===== config.mk =====
export PLATFORM = sky130hd
export DESIGN_NAME = vid_in_capture
export DESIGN_NICKNAME = d
export VERILOG_FILES = /design/src/rtl/vic_pkg.sv /design/src/rtl/vic_byte_demux.sv /design/src/rtl/vic_wide_unpack.sv /design/src/rtl/vic_sync_drv.sv /design/src/rtl/vid_in_capture.sv
export SDC_FILE = /design/constraint.sdc
export NUM_CORES = 1
export LEC_CHECK = 0
export BUFFER_PORTS_ARGS = -buffer_cell sky130_fd_sc_hd__buf_2
export CAP_MARGIN = 10
export CORE_AREA = 8 8 110 112
export CTS_BUF_LIST = sky130_fd_sc_hd__clkbuf_8
export CTS_CLUSTER_DIAMETER = 200
export DETAILED_ROUTE_END_ITERATION = 12
export DIE_AREA = 0 0 118 120
export GPL_TIMING_DRIVEN = 0
export PLACE_DENSITY = 0.56
export SLEW_MARGIN = 20
export SYNTH_ARGS = -nofsm -noshare
export SYNTH_HDL_FRONTEND = slang
export SYNTH_SLANG_ARGS = --single-unit
export TNS_END_PERCENT = 30

===== constraint.sdc =====
create_clock -name clk -period 4.1 [get_ports clk]
set_clock_uncertainty 0.1 [all_clocks]
set_input_delay 0.82 -clock clk [delete_from_list [all_inputs] [get_ports clk]]
set_output_delay 0.82 -clock clk [all_outputs]
set_load 0.02 [all_outputs]

===== src/rtl/vic_pkg.sv =====
package vic_pkg;
  typedef enum logic [1:0] {
    FMT_YC8   = 2'd0,
    FMT_YC16  = 2'd1,
    FMT_RGB16 = 2'd2,
    FMT_RGB24 = 2'd3
  } vic_fmt_e;
endpackage


===== src/rtl/vic_byte_demux.sv =====
// Reassembles the multiplexed Cb,Y,Cr,Y byte stream into full pixels.
module vic_byte_demux #(
  parameter int CW = 8
) (
  input  logic          clk,
  input  logic          rst,
  input  logic          en,
  input  logic          blank,
  input  logic [CW-1:0] byte_in,
  output logic          fire,
  output logic [CW-1:0] y_o,
  output logic [CW-1:0] cb_o,
  output logic [CW-1:0] cr_o
);
  localparam int POS_W = 2;

  logic [POS_W-1:0] pos;
  logic [CW-1:0]    cb_r, y0_r, cr_r;

  always_ff @(posedge clk) begin
    if (rst) begin
      pos  <= '0;
      cb_r <= '0;
      y0_r <= '0;
      cr_r <= '0;
    end else if (en) begin
      if (blank) begin
        pos <= '0;
      end else begin
        pos <= pos + 1'b1;
        case (pos)
          2'd0:    cb_r <= byte_in;
          2'd1:    y0_r <= byte_in;
          2'd2:    cr_r <= byte_in;
          default: ;
        endcase
      end
    end
  end

  // Even pixel leaves with the Cr byte, odd pixel with its own Y byte.
  always_comb begin
    fire = en && !blank && pos[1];
    cb_o = cb_r;
    y_o  = (pos == 2'd2) ? y0_r : byte_in;
    cr_o = (pos == 2'd2) ? byte_in : cr_r;
  end

  p_pos_restart_r3: assert property (@(posedge clk) disable iff (rst)
    (en && blank) |=> (pos == '0));
endmodule


===== src/rtl/vic_wide_unpack.sv =====
// Unpacks one wide-format sample into three channels.
module vic_wide_unpack
  import vic_pkg::*;
#(
  parameter int CW = 8
) (
  input  logic            clk,
  input  logic            rst,
  input  vic_fmt_e        fmt,
  input  logic            qual,
  input  logic            blank,
  input  logic [3*CW-1:0] din,
  output logic [CW-1:0]   a_o,
  output logic [CW-1:0]   b_o,
  output logic [CW-1:0]   c_o
);
  localparam int R5_W = 5;
  localparam int G6_W = 6;

  logic          sel_cr;
  logic [CW-1:0] cb_r, cr_r;

  function automatic logic [CW-1:0] widen5(input logic [R5_W-1:0] v);
    logic [2*R5_W-1:0] t;
    t = {v, v} >> (2*R5_W - CW);
    return t[CW-1:0];
  endfunction

  function automatic logic [CW-1:0] widen6(input logic [G6_W-1:0] v);
    logic [2*G6_W-1:0] t;
    t = {v, v} >> (2*G6_W - CW);
    return t[CW-1:0];
  endfunction

  always_ff @(posedge clk) begin
    if (rst) begin
      sel_cr <= 1'b0;
      cb_r   <= '0;
      cr_r   <= '0;
    end else if (qual) begin
      if (blank) begin
        sel_cr <= 1'b0;
      end else if (fmt == FMT_YC16) begin
        sel_cr <= !sel_cr;
        if (sel_cr) cr_r <= din[CW-1:0];
        else        cb_r <= din[CW-1:0];
      end
    end
  end

  always_comb begin
    a_o = '0;
    b_o = '0;
    c_o = '0;
    case (fmt)
      FMT_YC16: begin
        a_o = din[2*CW-1:CW];
        b_o = sel_cr ? cb_r : din[CW-1:0];
        c_o = sel_cr ? din[CW-1:0] : cr_r;
      end
      FMT_RGB16: begin
        a_o = widen5(din[15:11]);
        b_o = widen6(din[10:5]);
        c_o = widen5(din[4:0]);
      end
      FMT_RGB24: begin
        a_o = din[3*CW-1:2*CW];
        b_o = din[2*CW-1:CW];
        c_o = din[CW-1:0];
      end
      default: ;
    endcase
  end

  p_chroma_start_r5: assert property (@(posedge clk) disable iff (rst)
    (qual && blank) |=> !sel_cr);
endmodule


===== src/rtl/vic_sync_drv.sv =====
// Registers internally timed blank/sync onto the drive outputs on the high phase.
module vic_sync_drv #(
  parameter int NSIG = 3
) (
  input  logic            clk,
  input  logic            rst,
  input  logic            dir,
  input  logic            phase,
  input  logic [NSIG-1:0] lvl_in,
  output logic [NSIG-1:0] lvl_out
);
  always_ff @(posedge clk) begin
    if (rst)        lvl_out <= '0;
    else if (!dir)  lvl_out <= '0;
    else if (phase) lvl_out <= lvl_in;
  end

  p_drive_high_phase_r9: assert property (@(posedge clk) disable iff (rst)
    !$stable(lvl_out) |-> ($past(phase) || !$past(dir)));
endmodule


===== src/rtl/vid_in_capture.sv =====
module vid_in_capture
  import vic_pkg::*;
#(
  parameter int CW  = 8,
  parameter int OCW = 3,
  parameter int OMW = 2
) (
  input  logic            clk,
  input  logic            rst,
  input  logic            phase,
  input  logic [1:0]      fmt,
  input  logic            sync_dir,
  input  logic [3*CW-1:0] pix_in,
  input  logic [OCW-1:0]  ovl_code_in,
  input  logic [OMW-1:0]  ovl_mode_in,
  input  logic            blank_in,
  input  logic            hsync_in,
  input  logic            vsync_in,
  input  logic            int_blank,
  input  logic            int_hsync,
  input  logic            int_vsync,
  output logic [CW-1:0]   pix_a,
  output logic [CW-1:0]   pix_b,
  output logic [CW-1:0]   pix_c,
  output logic            pix_valid,
  output logic [OCW-1:0]  ovl_code,
  output logic [OMW-1:0]  ovl_mode,
  output logic            blank_cap,
  output logic            hsync_cap,
  output logic            vsync_cap,
  output logic            blank_drv,
  output logic            hsync_drv,
  output logic            vsync_drv
);
  localparam int NSYNC = 3;

  vic_fmt_e      fmt_e;
  logic          is8, qual, wide_qual;
  logic          dm_fire;
  logic [CW-1:0] dm_y, dm_cb, dm_cr;
  logic [CW-1:0] wu_a, wu_b, wu_c;
  logic [NSYNC-1:0] drv_lvl;

  assign fmt_e     = vic_fmt_e'(fmt);
  assign is8       = (fmt_e == FMT_YC8);
  assign qual      = is8 || !phase;
  assign wide_qual = !is8 && !phase;

  vic_byte_demux #(.CW(CW)) u_demux (
    .clk(clk), .rst(rst), .en(is8), .blank(blank_in),
    .byte_in(pix_in[CW-1:0]),
    .fire(dm_fire), .y_o(dm_y), .cb_o(dm_cb), .cr_o(dm_cr)
  );

  vic_wide_unpack #(.CW(CW)) u_wide (
    .clk(clk), .rst(rst), .fmt(fmt_e), .qual(wide_qual), .blank(blank_in),
    .din(pix_in), .a_o(wu_a), .b_o(wu_b), .c_o(wu_c)
  );

  vic_sync_drv #(.NSIG(NSYNC)) u_sdrv (
    .clk(clk), .rst(rst), .dir(sync_dir), .phase(phase),
    .lvl_in({int_blank, int_hsync, int_vsync}),
    .lvl_out(drv_lvl)
  );

  assign {blank_drv, hsync_drv, vsync_drv} = drv_lvl;

  always_ff @(posedge clk) begin
    if (rst) begin
      pix_a     <= '0;
      pix_b     <= '0;
      pix_c     <= '0;
      pix_valid <= 1'b0;
      ovl_code  <= '0;
      ovl_mode  <= '0;
      blank_cap <= 1'b0;
      hsync_cap <= 1'b0;
      vsync_cap <= 1'b0;
    end else begin
      pix_valid <= 1'b0;
      if (qual) begin
        ovl_code  <= ovl_code_in;
        ovl_mode  <= ovl_mode_in;
        blank_cap <= blank_in;
        hsync_cap <= hsync_in;
        vsync_cap <= vsync_in;
      end
      if (is8 && dm_fire) begin
        pix_a     <= dm_y;
        pix_b     <= dm_cb;
        pix_c     <= dm_cr;
        pix_valid <= 1'b1;
      end else if (wide_qual && !blank_in) begin
        pix_a     <= wu_a;
        pix_b     <= wu_b;
        pix_c     <= wu_c;
        pix_valid <= 1'b1;
      end
    end
  end

  p_fmt_in_blank_r10: assert property (@(posedge clk) disable iff (rst)
    !$stable(fmt) |-> (blank_in && $past(blank_in)));

  p_wide_low_phase_r4: assert property (@(posedge clk) disable iff (rst)
    (pix_valid && ($past(fmt) != FMT_YC8)) |-> (!$past(phase) && !$past(blank_in)));

  p_capture_hold_r8: assert property (@(posedge clk) disable iff (rst)
    (($past(fmt) != FMT_YC8) && $past(phase)) |-> ($stable(ovl_code) && $stable(hsync_cap)));

  p_pair_gap_r2: assert property (@(posedge clk) disable iff (rst)
    (($past(fmt) == FMT_YC8) && pix_valid && $past(pix_valid) && (fmt == FMT_YC8))
      |=> !pix_valid);
endmodule


==> impl_metrics.ini <==
[yosys]
yosys_warns = 0
synthCells = 435
synth_cell_types = 36
synthesis.nets = 479
synth_top_cells_by_area = sky130_fd_sc_hd__dfxtp_1 42%, sky130_fd_sc_hd__mux2i_1 13%, sky130_fd_sc_hd__nand2_1 7.5%
synth_sequential_area_ratio_pct = 42.0
ys_seq_elements = 79
synth_area_mm2 = 0.00376
synth_top_cell_by_area = sky130_fd_sc_hd__dfxtp_1
netlist.area_leader.share_pct = 42.0
synth.avg_cell_area_um2 = 8.65

[global_routing]
first_global_vias = 3425
grt_first_pass_wirelength_um = 17800
gr-total-overflow = 0
grt_start_max_net_pins = 12
grtUsageTotal_pct = 15.5
grt_antenna_before_repair = 0

[finish]
mostFrequentLayoutCell = sky130_fd_sc_hd__dfxtp_1
mostFrequentLayoutCells = 79 x sky130_fd_sc_hd__dfxtp_1, 77 x sky130_fd_sc_hd__buf_2, 75 x sky130_fd_sc_hd__nand2_1
layoutNonFillerInstCount = 654
multi_input_comb_area_mm2 = 0.00199
final_nets = 554
antennaDiodeCount = 0
utilization_pct = 42.0
area_delta_synth_final_pct = 17.4
ff_latch_area_mm2 = 0.00158
n_fill_cell = 1085
drive_above_1_share_pct = 21.6

[timing]
rsz0062_at_grt = false
setup_viol = 0
maxSlewHeadroom_pct = 54.3
finalHoldViolCount = 0
worst_pin_slew_ps = 682
fin_tns_setup_ps = 0
fmax_mhz = 449
timing_max_transition_violations_final = 0
min_period_over_period_pct = 54.3
post_layout_minimum_cycle_time_ps = 2220

[die]
core_mm2 = 0.0105
initial_utilization_pct = 35.8
fp.dieArea_mm2 = 0.0142
floorplan.io_pins = 77
die_h_um = 120
die_w_um = 118
placementRows = 38

[placement]
dp.cells = 639
portBuffers = 64
place_congestion = 0.867
sum_of_net_half_perimeters_after_detailed_placement_um = 8340

[clocking]
cts_tree = built
count_of_h_tree_levels_built_during_cts = 3
clock_sinks = 79
cts.hold.buffers_added = 0
clock_latency_ps = 340
cts.path.max_buffers = 2
cts_made_buffers = 9
postCtsResizedCells = 0
cts.repair_timing.setup_buffer_count = 0
cts_root_buffer = sky130_fd_sc_hd__clkbuf_8
worst_setup_hold_path_clk_slew_ps = 80

[detailed_routing]
firstDrtPassIters = 4
drt-initial-drc-count = 160
routed_wl_um = 11100
post_drt_via_cell_ratio = 5.13
route.detailed.drc = 0
routedWlPerCell_um = 17.0
routed-via-count = 3352
detail-route-antenna-nets = 0

[worst_setup_path]
nature_of_the_critical_path_startpoint = flip-flop
path_max_fanout = 10
cp_data_arrival_time_ps = 2360
critPathKind = flip-flop to flip-flop
rrSetupSlack_ps = 1880
worstPathRequired_ps = 4240
setup.worst_path.end_class = flip-flop

[status]
status = complete, no violations

[pwr]
totalPowerFinal_mw = 1.51
irDropWorstVdd_mv = 0.163
power_density_mw_per_mm2 = 343
leakage_nw = 1.86

[flow_run]
maxCapViolations = 0

[worst_hold_path]
hold_path.class = flip-flop to flip-flop
path summary, 6_finish.rpt:
| path | start | end | cells after the start |
|---|---|---|---|
| setup reg to reg | u_demux.pos[0] | pix_c[3] | 7 |
| setup / recovery | u_demux.pos[0] | pix_c[3] | 7 |
| hold / removal | u_demux.cr_r[2] | u_demux.cr_r[2] | 2 |
| hold reg to reg | u_demux.cr_r[2] | u_demux.cr_r[2] | 2 |
synthesized netlist by cell type:
cell type                   instances
sky130_fd_sc_hd__buf_1              4
sky130_fd_sc_hd__nor2b_1            3
sky130_fd_sc_hd__o211ai_1           1
sky130_fd_sc_hd__a21oi_1           43
sky130_fd_sc_hd__nand3_1            8
sky130_fd_sc_hd__or3_1              3
sky130_fd_sc_hd__a311oi_1           3
sky130_fd_sc_hd__mux2_2            16
sky130_fd_sc_hd__a221o_1           19
sky130_fd_sc_hd__nor2_1            43
sky130_fd_sc_hd__inv_1              4
sky130_fd_sc_hd__buf_6              2
sky130_fd_sc_hd__clkbuf_1          18
sky130_fd_sc_hd__nand2_1           75
sky130_fd_sc_hd__ha_1               3
sky130_fd_sc_hd__mux2i_1           48
sky130_fd_sc_hd__or2_1              1
sky130_fd_sc_hd__nand3_2            1
sky130_fd_sc_hd__o2111ai_1          4
sky130_fd_sc_hd__nand2b_1           9
sky130_fd_sc_hd__a211oi_1           1
sky130_fd_sc_hd__buf_2             13
sky130_fd_sc_hd__nor2_4             1
sky130_fd_sc_hd__o21bai_1           1
sky130_fd_sc_hd__a2bb2oi_1          1
sky130_fd_sc_hd__or3b_1             1
sky130_fd_sc_hd__o21ai_0           14
sky130_fd_sc_hd__a21oi_2            1
sky130_fd_sc_hd__nor3_1             2
sky130_fd_sc_hd__dfxtp_1           79
sky130_fd_sc_hd__nand4b_1           1
sky130_fd_sc_hd__a22oi_1            6
sky130_fd_sc_hd__nor3_2             1
sky130_fd_sc_hd__nor2_2             1
sky130_fd_sc_hd__nand3b_1           1
sky130_fd_sc_hd__and2_1             3
cell families (layout without fill, tap and decap cells):
family                     count (synthesis)  after routing  share of synthesized area, %
AOI/OAI and AO/OA                         94             94                          16.5
adders and majority gates                  3              3                         0.998
buffers and inverters                     41            120                          4.92
DFF                                       79             79                          42.0
muxes                                     64             64                          17.6
and+or+nand+nor                          154            154                          17.9
cell type report:
class                           count  area share (%)
Multi-Input combinational cell    315            45.2
Sequential cell                    79            35.8
Timing Repair Buffer               64            7.26
Tap cell                          140            3.97
Buffer                             37            3.85
Clock buffer                       10            3.12
Clock inverter                      5           0.454
Inverter                            4           0.340
registers in the layout, summed over array words and instances, names as in the netlist, 2 cells and up:
| name | cells |
|---|---|
| u_wide.cb_r | 8 |
| pix_c | 8 |
| u_demux.y0_r | 8 |
| u_demux.cr_r | 8 |
| u_wide.cr_r | 8 |
| ovl_mode | 2 |
| pix_a | 8 |
| u_sdrv.lvl_out | 3 |
| u_demux.cb_o | 8 |
| pix_b | 8 |
| ovl_code | 3 |
| u_demux.pos | 2 |
report_power, final:
part | internal (mW) | total (mW) | switching (mW) | leakage, nW
combinational | 0.0793 | 0.215 | 0.136 | 1.12
sequential | 0.789 | 0.801 | 0.0118 | 0.641
clock | 0.224 | 0.498 | 0.274 | 0.0971
metrics by stage:
stage | hold WS [ps] | setup slack (ps) | cell area, µm²
2_1_floorplan | 333 | 1840 | 3760
3_3_place_gp | 343 | 1510 | 4260
3_5_place_dp | 347 | 1530 | 4260
4_1_cts | 357 | 1880 | 4410
5_1_grt | 373 | 1720 | 4410
6_report | 355 | 1880 | 4410
per-layer routing:
layer	wire, µm	GRT usage [%]	up-vias
li1	-	-	1669
met1	4920	18.8	1585
met2	5340	26.6	87
met3	691	4.37	11
met4	148	3.44	0
met5	0	0	-
worst max-delay path, stage by stage (launching register included):
cell and delay (ps):
sky130_fd_sc_hd__dfxtp_1 320, sky130_fd_sc_hd__inv_1 100, sky130_fd_sc_hd__ha_1 150, sky130_fd_sc_hd__buf_2 240, sky130_fd_sc_hd__buf_1 560, sky130_fd_sc_hd__mux2i_1 330
sky130_fd_sc_hd__nor2_1 60, sky130_fd_sc_hd__a221o_1 250
Note: power is estimated with default switching activity, not from simulation.
